### src/rtl/slot_packer_pkg.sv
package slot_packer_pkg;
  localparam int CMD_W = 3;

  typedef enum logic [CMD_W-1:0] {
    CMD_NOP = 3'b000,
    CMD_ACT = 3'b001,
    CMD_PRE = 3'b010,
    CMD_RD  = 3'b011,
    CMD_WR  = 3'b100
  } cmd_e;

  // strobes from control to datapath
  typedef struct packed {
    logic takeRow;
    logic takeCol;
    logic rowSlot;
    logic colSlot;
  } strobe_t;
endpackage

### src/rtl/slot_packer_ctrl.sv
module slot_packer_ctrl
  import slot_packer_pkg::*;
(
  input  logic    clk,
  input  logic    rst,
  input  logic    rowValid,
  input  logic    colValid,
  output logic    rowReady,
  output logic    colReady,
  output strobe_t strb
);
  logic colFirst;
  logic dualCyc;

  assign rowReady = !rst;
  assign colReady = !rst;
  assign dualCyc  = strb.takeRow && strb.takeCol;

  always_comb begin
    strb.takeRow = rowValid && rowReady;
    strb.takeCol = colValid && colReady;
    strb.rowSlot = 1'b0;
    strb.colSlot = 1'b0;
    if (strb.takeRow && strb.takeCol) begin
      strb.rowSlot = colFirst;
      strb.colSlot = !colFirst;
    end
  end

  always_ff @(posedge clk) begin
    if (rst) colFirst <= 1'b0;
    else if (dualCyc) colFirst <= !colFirst;
  end


  alt_order_chk: assert property (@(posedge clk) disable iff (rst)
    dualCyc |=> (colFirst != $past(colFirst)));

  hold_order_chk: assert property (@(posedge clk) disable iff (rst)
    !dualCyc |=> $stable(colFirst));
endmodule

### src/rtl/slot_packer_dp.sv
module slot_packer_dp
  import slot_packer_pkg::*;
#(
  parameter int RATE   = 4,
  parameter int BANK_W = 3,
  parameter int ADDR_W = 14
) (
  input  logic                     clk,
  input  logic                     rst,
  input  strobe_t                  strb,
  input  logic                     rowIsPre,
  input  logic [BANK_W-1:0]        rowBank,
  input  logic [ADDR_W-1:0]        rowAddr,
  input  logic                     colIsWr,
  input  logic [BANK_W-1:0]        colBank,
  input  logic [ADDR_W-1:0]        colAddr,
  output logic [RATE*CMD_W-1:0]    phaseCmd,
  output logic [RATE*BANK_W-1:0]   phaseBank,
  output logic [RATE*ADDR_W-1:0]   phaseAddr
);
  localparam int SLOT1_PH = RATE / 2;

  cmd_e              slotCmd  [2];
  logic [BANK_W-1:0] slotBank [2];
  logic [ADDR_W-1:0] slotAddr [2];
  cmd_e              rowCode, colCode;

  assign rowCode = rowIsPre ? CMD_PRE : CMD_ACT;
  assign colCode = colIsWr ? CMD_WR : CMD_RD;

  always_comb begin
    for (int s = 0; s < 2; s++) begin
      slotCmd[s]  = CMD_NOP;
      slotBank[s] = '0;
      slotAddr[s] = '0;
      if (strb.takeRow && (int'(strb.rowSlot) == s)) begin
        slotCmd[s]  = rowCode;
        slotBank[s] = rowBank;
        slotAddr[s] = rowAddr;
      end else if (strb.takeCol && (int'(strb.colSlot) == s)) begin
        slotCmd[s]  = colCode;
        slotBank[s] = colBank;
        slotAddr[s] = colAddr;
      end
    end
  end

  for (genvar p = 0; p < RATE; p++) begin : g_phase
    if (p == 0 || p == SLOT1_PH) begin : g_used
      localparam int S = (p == 0) ? 0 : 1;
      always_ff @(posedge clk) begin
        if (rst) begin
          phaseCmd [p*CMD_W  +: CMD_W]  <= '0;
          phaseBank[p*BANK_W +: BANK_W] <= '0;
          phaseAddr[p*ADDR_W +: ADDR_W] <= '0;
        end else begin
          phaseCmd [p*CMD_W  +: CMD_W]  <= slotCmd[S];
          phaseBank[p*BANK_W +: BANK_W] <= slotBank[S];
          phaseAddr[p*ADDR_W +: ADDR_W] <= slotAddr[S];
        end
      end
    end else begin : g_idle
      assign phaseCmd [p*CMD_W  +: CMD_W]  = '0;
      assign phaseBank[p*BANK_W +: BANK_W] = '0;
      assign phaseAddr[p*ADDR_W +: ADDR_W] = '0;
    end
  end

  // checker view of the issued word
  int rowCnt, colCnt;
  always_comb begin
    rowCnt = 0;
    colCnt = 0;
    for (int p = 0; p < RATE; p++) begin
      if (phaseCmd[p*CMD_W +: CMD_W] inside {CMD_ACT, CMD_PRE}) rowCnt++;
      if (phaseCmd[p*CMD_W +: CMD_W] inside {CMD_RD, CMD_WR}) colCnt++;
    end
  end


  one_row_chk: assert property (@(posedge clk) disable iff (rst) rowCnt <= 1);

  one_col_chk: assert property (@(posedge clk) disable iff (rst) colCnt <= 1);

  row_alone_chk: assert property (@(posedge clk) disable iff (rst)
    (strb.takeRow && !strb.takeCol) |=>
      (phaseCmd[0 +: CMD_W] inside {CMD_ACT, CMD_PRE}) &&
      (phaseCmd[SLOT1_PH*CMD_W +: CMD_W] == CMD_NOP));

  col_alone_chk: assert property (@(posedge clk) disable iff (rst)
    (strb.takeCol && !strb.takeRow) |=>
      (phaseCmd[0 +: CMD_W] inside {CMD_RD, CMD_WR}) &&
      (phaseCmd[SLOT1_PH*CMD_W +: CMD_W] == CMD_NOP));

  both_issued_chk: assert property (@(posedge clk) disable iff (rst)
    (strb.takeCol && strb.takeRow) |=> (rowCnt == 1 && colCnt == 1));
endmodule

### src/rtl/slot_packer.sv
module slot_packer
  import slot_packer_pkg::*;
#(
  parameter int RATE   = 4,
  parameter int BANK_W = 3,
  parameter int ADDR_W = 14
) (
  input  logic                   clk,
  input  logic                   rst,
  input  logic                   rowValid,
  input  logic                   rowIsPre,
  input  logic [BANK_W-1:0]      rowBank,
  input  logic [ADDR_W-1:0]      rowAddr,
  output logic                   rowReady,
  input  logic                   colValid,
  input  logic                   colIsWr,
  input  logic [BANK_W-1:0]      colBank,
  input  logic [ADDR_W-1:0]      colAddr,
  output logic                   colReady,
  output logic [RATE*3-1:0]      phaseCmd,
  output logic [RATE*BANK_W-1:0] phaseBank,
  output logic [RATE*ADDR_W-1:0] phaseAddr
);
  strobe_t strb;

  initial rate_ok_chk: assert (RATE == 2 || RATE == 4);

  slot_packer_ctrl u_ctrl (
    .clk(clk), .rst(rst), .rowValid(rowValid), .colValid(colValid),
    .rowReady(rowReady), .colReady(colReady), .strb(strb)
  );

  slot_packer_dp #(.RATE(RATE), .BANK_W(BANK_W), .ADDR_W(ADDR_W)) u_dp (
    .clk(clk), .rst(rst), .strb(strb),
    .rowIsPre(rowIsPre), .rowBank(rowBank), .rowAddr(rowAddr),
    .colIsWr(colIsWr), .colBank(colBank), .colAddr(colAddr),
    .phaseCmd(phaseCmd), .phaseBank(phaseBank), .phaseAddr(phaseAddr)
  );


  reset_quiet_chk: assert property (@(posedge clk)
    $past(rst) |-> (phaseCmd == '0 && phaseBank == '0 && phaseAddr == '0));
endmodule

### config.mk
export PLATFORM = sky130hd
export DESIGN_NAME = slot_packer
export DESIGN_NICKNAME = d
export VERILOG_FILES = /design/src/rtl/slot_packer_pkg.sv /design/src/rtl/slot_packer_ctrl.sv /design/src/rtl/slot_packer_dp.sv /design/src/rtl/slot_packer.sv
export SDC_FILE = /design/constraint.sdc
export NUM_CORES = 1
export LEC_CHECK = 0
export BUFFER_PORTS_ARGS = -buffer_cell sky130_fd_sc_hd__buf_2
export CELL_PAD_IN_SITES_DETAIL_PLACEMENT = 1
export CELL_PAD_IN_SITES_GLOBAL_PLACEMENT = 1
export CORE_UTILIZATION = 32
export DETAILED_ROUTE_END_ITERATION = 6
export GPL_TIMING_DRIVEN = 1
export HOLD_SLACK_MARGIN = 0.06
export PLACE_DENSITY = 0.77
export SYNTH_ARGS = -nofsm -noshare
export SYNTH_HDL_FRONTEND = slang
export SYNTH_HIERARCHICAL = 1
export SYNTH_SLANG_ARGS = --single-unit
### constraint.sdc
create_clock -name clk -period 1.65 [get_ports clk]
set_input_delay 0.0825 -clock clk [delete_from_list [all_inputs] [get_ports clk]]
set_output_delay 0.0825 -clock clk [all_outputs]
set_load 0.005 [all_outputs]
==> results.md <==
* Status: finished clean
* Final Hold Fails at 0
* M3 GR Usage at 3.99%
* Minimum clock period at roughly 1.4 ns
* Starting Density at 33.0%
* Antenna Nets Post-Route at 0
* CTS Buf Count at 5
* Max FO, Critical Path at 26
* Final GP Congestion at 0.762
* GR peak layer: met2
* Met2 usage at roughly a quarter
* Setup TNS at 0 ns
* Fin crit share at 87.7%
* Clk_lat worst skew at 0.29 ns
* Storage element area at 821 sq um
* Flop pwr share at about half
* Fin nets at 327
* RSZ-0062 raised after global routing: no
* CTS HTree Levels at 2
* Kind of critical path: flop to flop
* Reg2reg path depth at 4
* Drt pass-1 iters at 4
* Largest net degree at the start of global routing at 40
* Final std cells w/o fill at roughly 370
* Syn Std Cell Area at 2230 sq um
* Syn_area_per_cell at 10.4 sq um
* Max-cap violations at 0
* Logic pwr share at 13.3%
* ANT cells at 0
* Slew HR at 66.1%
* Power Internal at between 1.5 and 2 mW
* Cell Chain, Critical Path: nor3b_2 > buf_4 > nand4bb_1 > o31ai_1
* WHS Path Cells at 3
* FF-to-FF End: u_dp/phaseCmd[1]
* Multi-input gate area at 1140 sq um
* Netlist cell types at 22
* CTS tree: yes
* Commonest cells after routing, fill and taps aside: buf_2, dfxtp_1, conb_1
* Power density cells at 764 nW/um^2
* Critical-path top delay cell: dfxtp_1
* Antenna violations before repair at 0
* CP top delay family: simple AND/OR/NAND/NOR gates
* Setup crit end kind: flop
* Initial DRC Count at 96
* Fin Clk Skew at slightly below 0.007 ns
* DRC violations left at 0
* Post-CTS Setup Bufs at 0
* Die Wd at roughly 85 um
* Clk buf depth at 2
* Hold EP: u_dp/phaseCmd[8]
* Post-synthesis cell count at 215
* Placed insts at 360
* Final core occ at 38.9%
* Die area at 7310 sq um
* Final setup fails at 0
* Hold Path Origin: colIsWr
* Routed vias/inst at 4.87
* CP arrival at between 1.5 and 2 ns
* Post-DP HPWL at 3860 um
* Worst VDD drop at 0.249 mV
* WL final at between 5000 and 6000 um
* Final Power at 2.01 mW
* Layout fillers at 809
* Min-Delay Path Class: input pin to flop
* CP required at 1.80 ns
* Clock-pin slew on the worst setup and hold paths at 0.07 ns
* R2R Setup Slk at 0.20 ns
* Die Y at 85.5 um
* Grt total ovfl at 0
* Routed len/inst at 15.0 um
* Sw power at 0.500 mW
* Share of cells above drive strength 1 at 42.4%
* Vias in the first global route at 1,750
* CP peak stage delay at 0.37 ns
* IO buf count at 81
* Final Max Slew Viols at 0
* P&R area growth vs syn at 17.9%
* Sw Share at 24.9%
* RR Startpoint: u_ctrl/colFirst
* Fmax at 691 MHz
* First-pass GRT wire length at 8600 um
* Yosys reg bits at 41
* Vias at 1,791
* YS warnings at 6
* TritonCTS sink count at 41
* Grt met1 use at 17.4%
* Commonest non-fill, non-tap cell in the layout: buf_2
* CP bufs+invs at 1
* Register area share after synthesis at 36.8%
* P_leak at 1.18 nW
* CTS root buffer: clkbuf_8
* Clock share of power at 35.6%
* I/O pin count at 122
* Rows at 30
* Gr usage total at 14.9%
* Worst-margin pin slew at approximately 0.5 ns
* CP Launch Type: flop
* Core region area at 6760 sq um
==> sequential cells by signal, summed over array words and instances, names as in the netlist <==
name and cells:
u_dp/phaseCmd 6, u_dp/phaseBank 6, u_ctrl/colFirst 1, u_dp/phaseAddr 28
==> power by group through the flow <==
| stage | logic [mW] | clock network [mW] | registers [mW] |
|---|---|---|---|
| 3_5_place_dp | 0.264 | 0 | 1.05 |
| 3_3_place_gp | 0.257 | 0 | 1.05 |
| 5_1_grt | 0.292 | 0.790 | 1.03 |
| 6_report | 0.267 | 0.715 | 1.03 |
| 2_1_floorplan | 0.215 | 0 | 1.05 |
| 4_1_cts | 0.265 | 0.743 | 1.03 |
==> logic make-up after synthesis <==
group	Yosys count	synth area share (%)
simple gates	70	26.0
buf+inv	64	19.3
flops	41	36.8
compound gates	38	17.1
mux	1	0.673
other cells	1	0.168
==> metal layers <==
metal	up-vias	share of wire, %
li1	846	-
met1	848	41
met2	90	49
met3	7	7.8
met4	0	1.8
met5	-	0
==> worst min-delay path: cells and delay by family <==
| kind | cells | cell delay (ns) |
|---|---|---|
| buffers and inverters | 1 | 0.10 |
| AND/OR/NAND/NOR | 2 | 0.12 |
==> final cells by class <==
| cell class | count | area share, % |
|---|---|---|
| clock buffer | 7 | 3.66 |
| clock inverter | 1 | 0.190 |
| inverter | 1 | 0.143 |
| multi-input combinational | 149 | 43.3 |
| sequential | 41 | 31.2 |
| tap | 80 | 3.81 |
| timing repair buffer | 89 | 17.7 |
==> stage by stage <==
stage               setup WS, ns  cell area (sq um)  hold slack (ns)
floorplan                  0.245               2380            0.199
global placement           0.130               2520            0.357
detailed placement        0.0832               2520            0.369
CTS                       0.0861               2620           0.0611
global route              0.0732               2630           0.0697
finish                     0.203               2630           0.0655
==> repair_timing <==
item	in CTS	in global routing
resized for setup	0	1
setup endpoints to repair	0	5
hold buffers	0	0
hold endpoints to repair	0	0
==> worst max-delay path by stage <==
| stage | startpoint | end | slack (ns) | depth (start not counted) |
|---|---|---|---|---|
| finish | u_ctrl/colFirst | u_dp/phaseCmd[1] | 0.20 | 4 |
| global route | u_ctrl/colFirst | u_dp/phaseCmd[1] | 0.07 | 4 |
| CTS | u_ctrl/colFirst | u_dp/phaseCmd[1] | 0.09 | 3 |
| detailed placement | u_ctrl/colFirst | u_dp/phaseCmd[1] | 0.08 | 3 |
| global placement | u_ctrl/colFirst | u_dp/phaseAddr[10] | 0.13 | 3 |
| floorplan | u_ctrl/colFirst | u_dp/phaseAddr[40] | 0.24 | 5 |
==> Yosys cell counts, drive strengths merged <==
library cell / number / area, sq um
nand4bb: 19 / 214
and2: 1 / 8.76
o31ai: 38 / 380
nor2b: 2 / 12.5
and2b: 2 / 17.5
inv: 1 / 3.75
or2: 1 / 6.26
nand2: 2 / 7.51
nor3b: 1 / 7.51
nor2: 1 / 3.75
nand4b: 18 / 158
conb: 1 / 3.75
buf: 53 / 389
nand2b: 19 / 119
clkbuf: 10 / 37.5
mux2: 1 / 15.0
dfxtp: 41 / 821
nor3: 3 / 15.0
or4b: 1 / 10.0
Note: power is estimated with default switching activity, not from simulation.
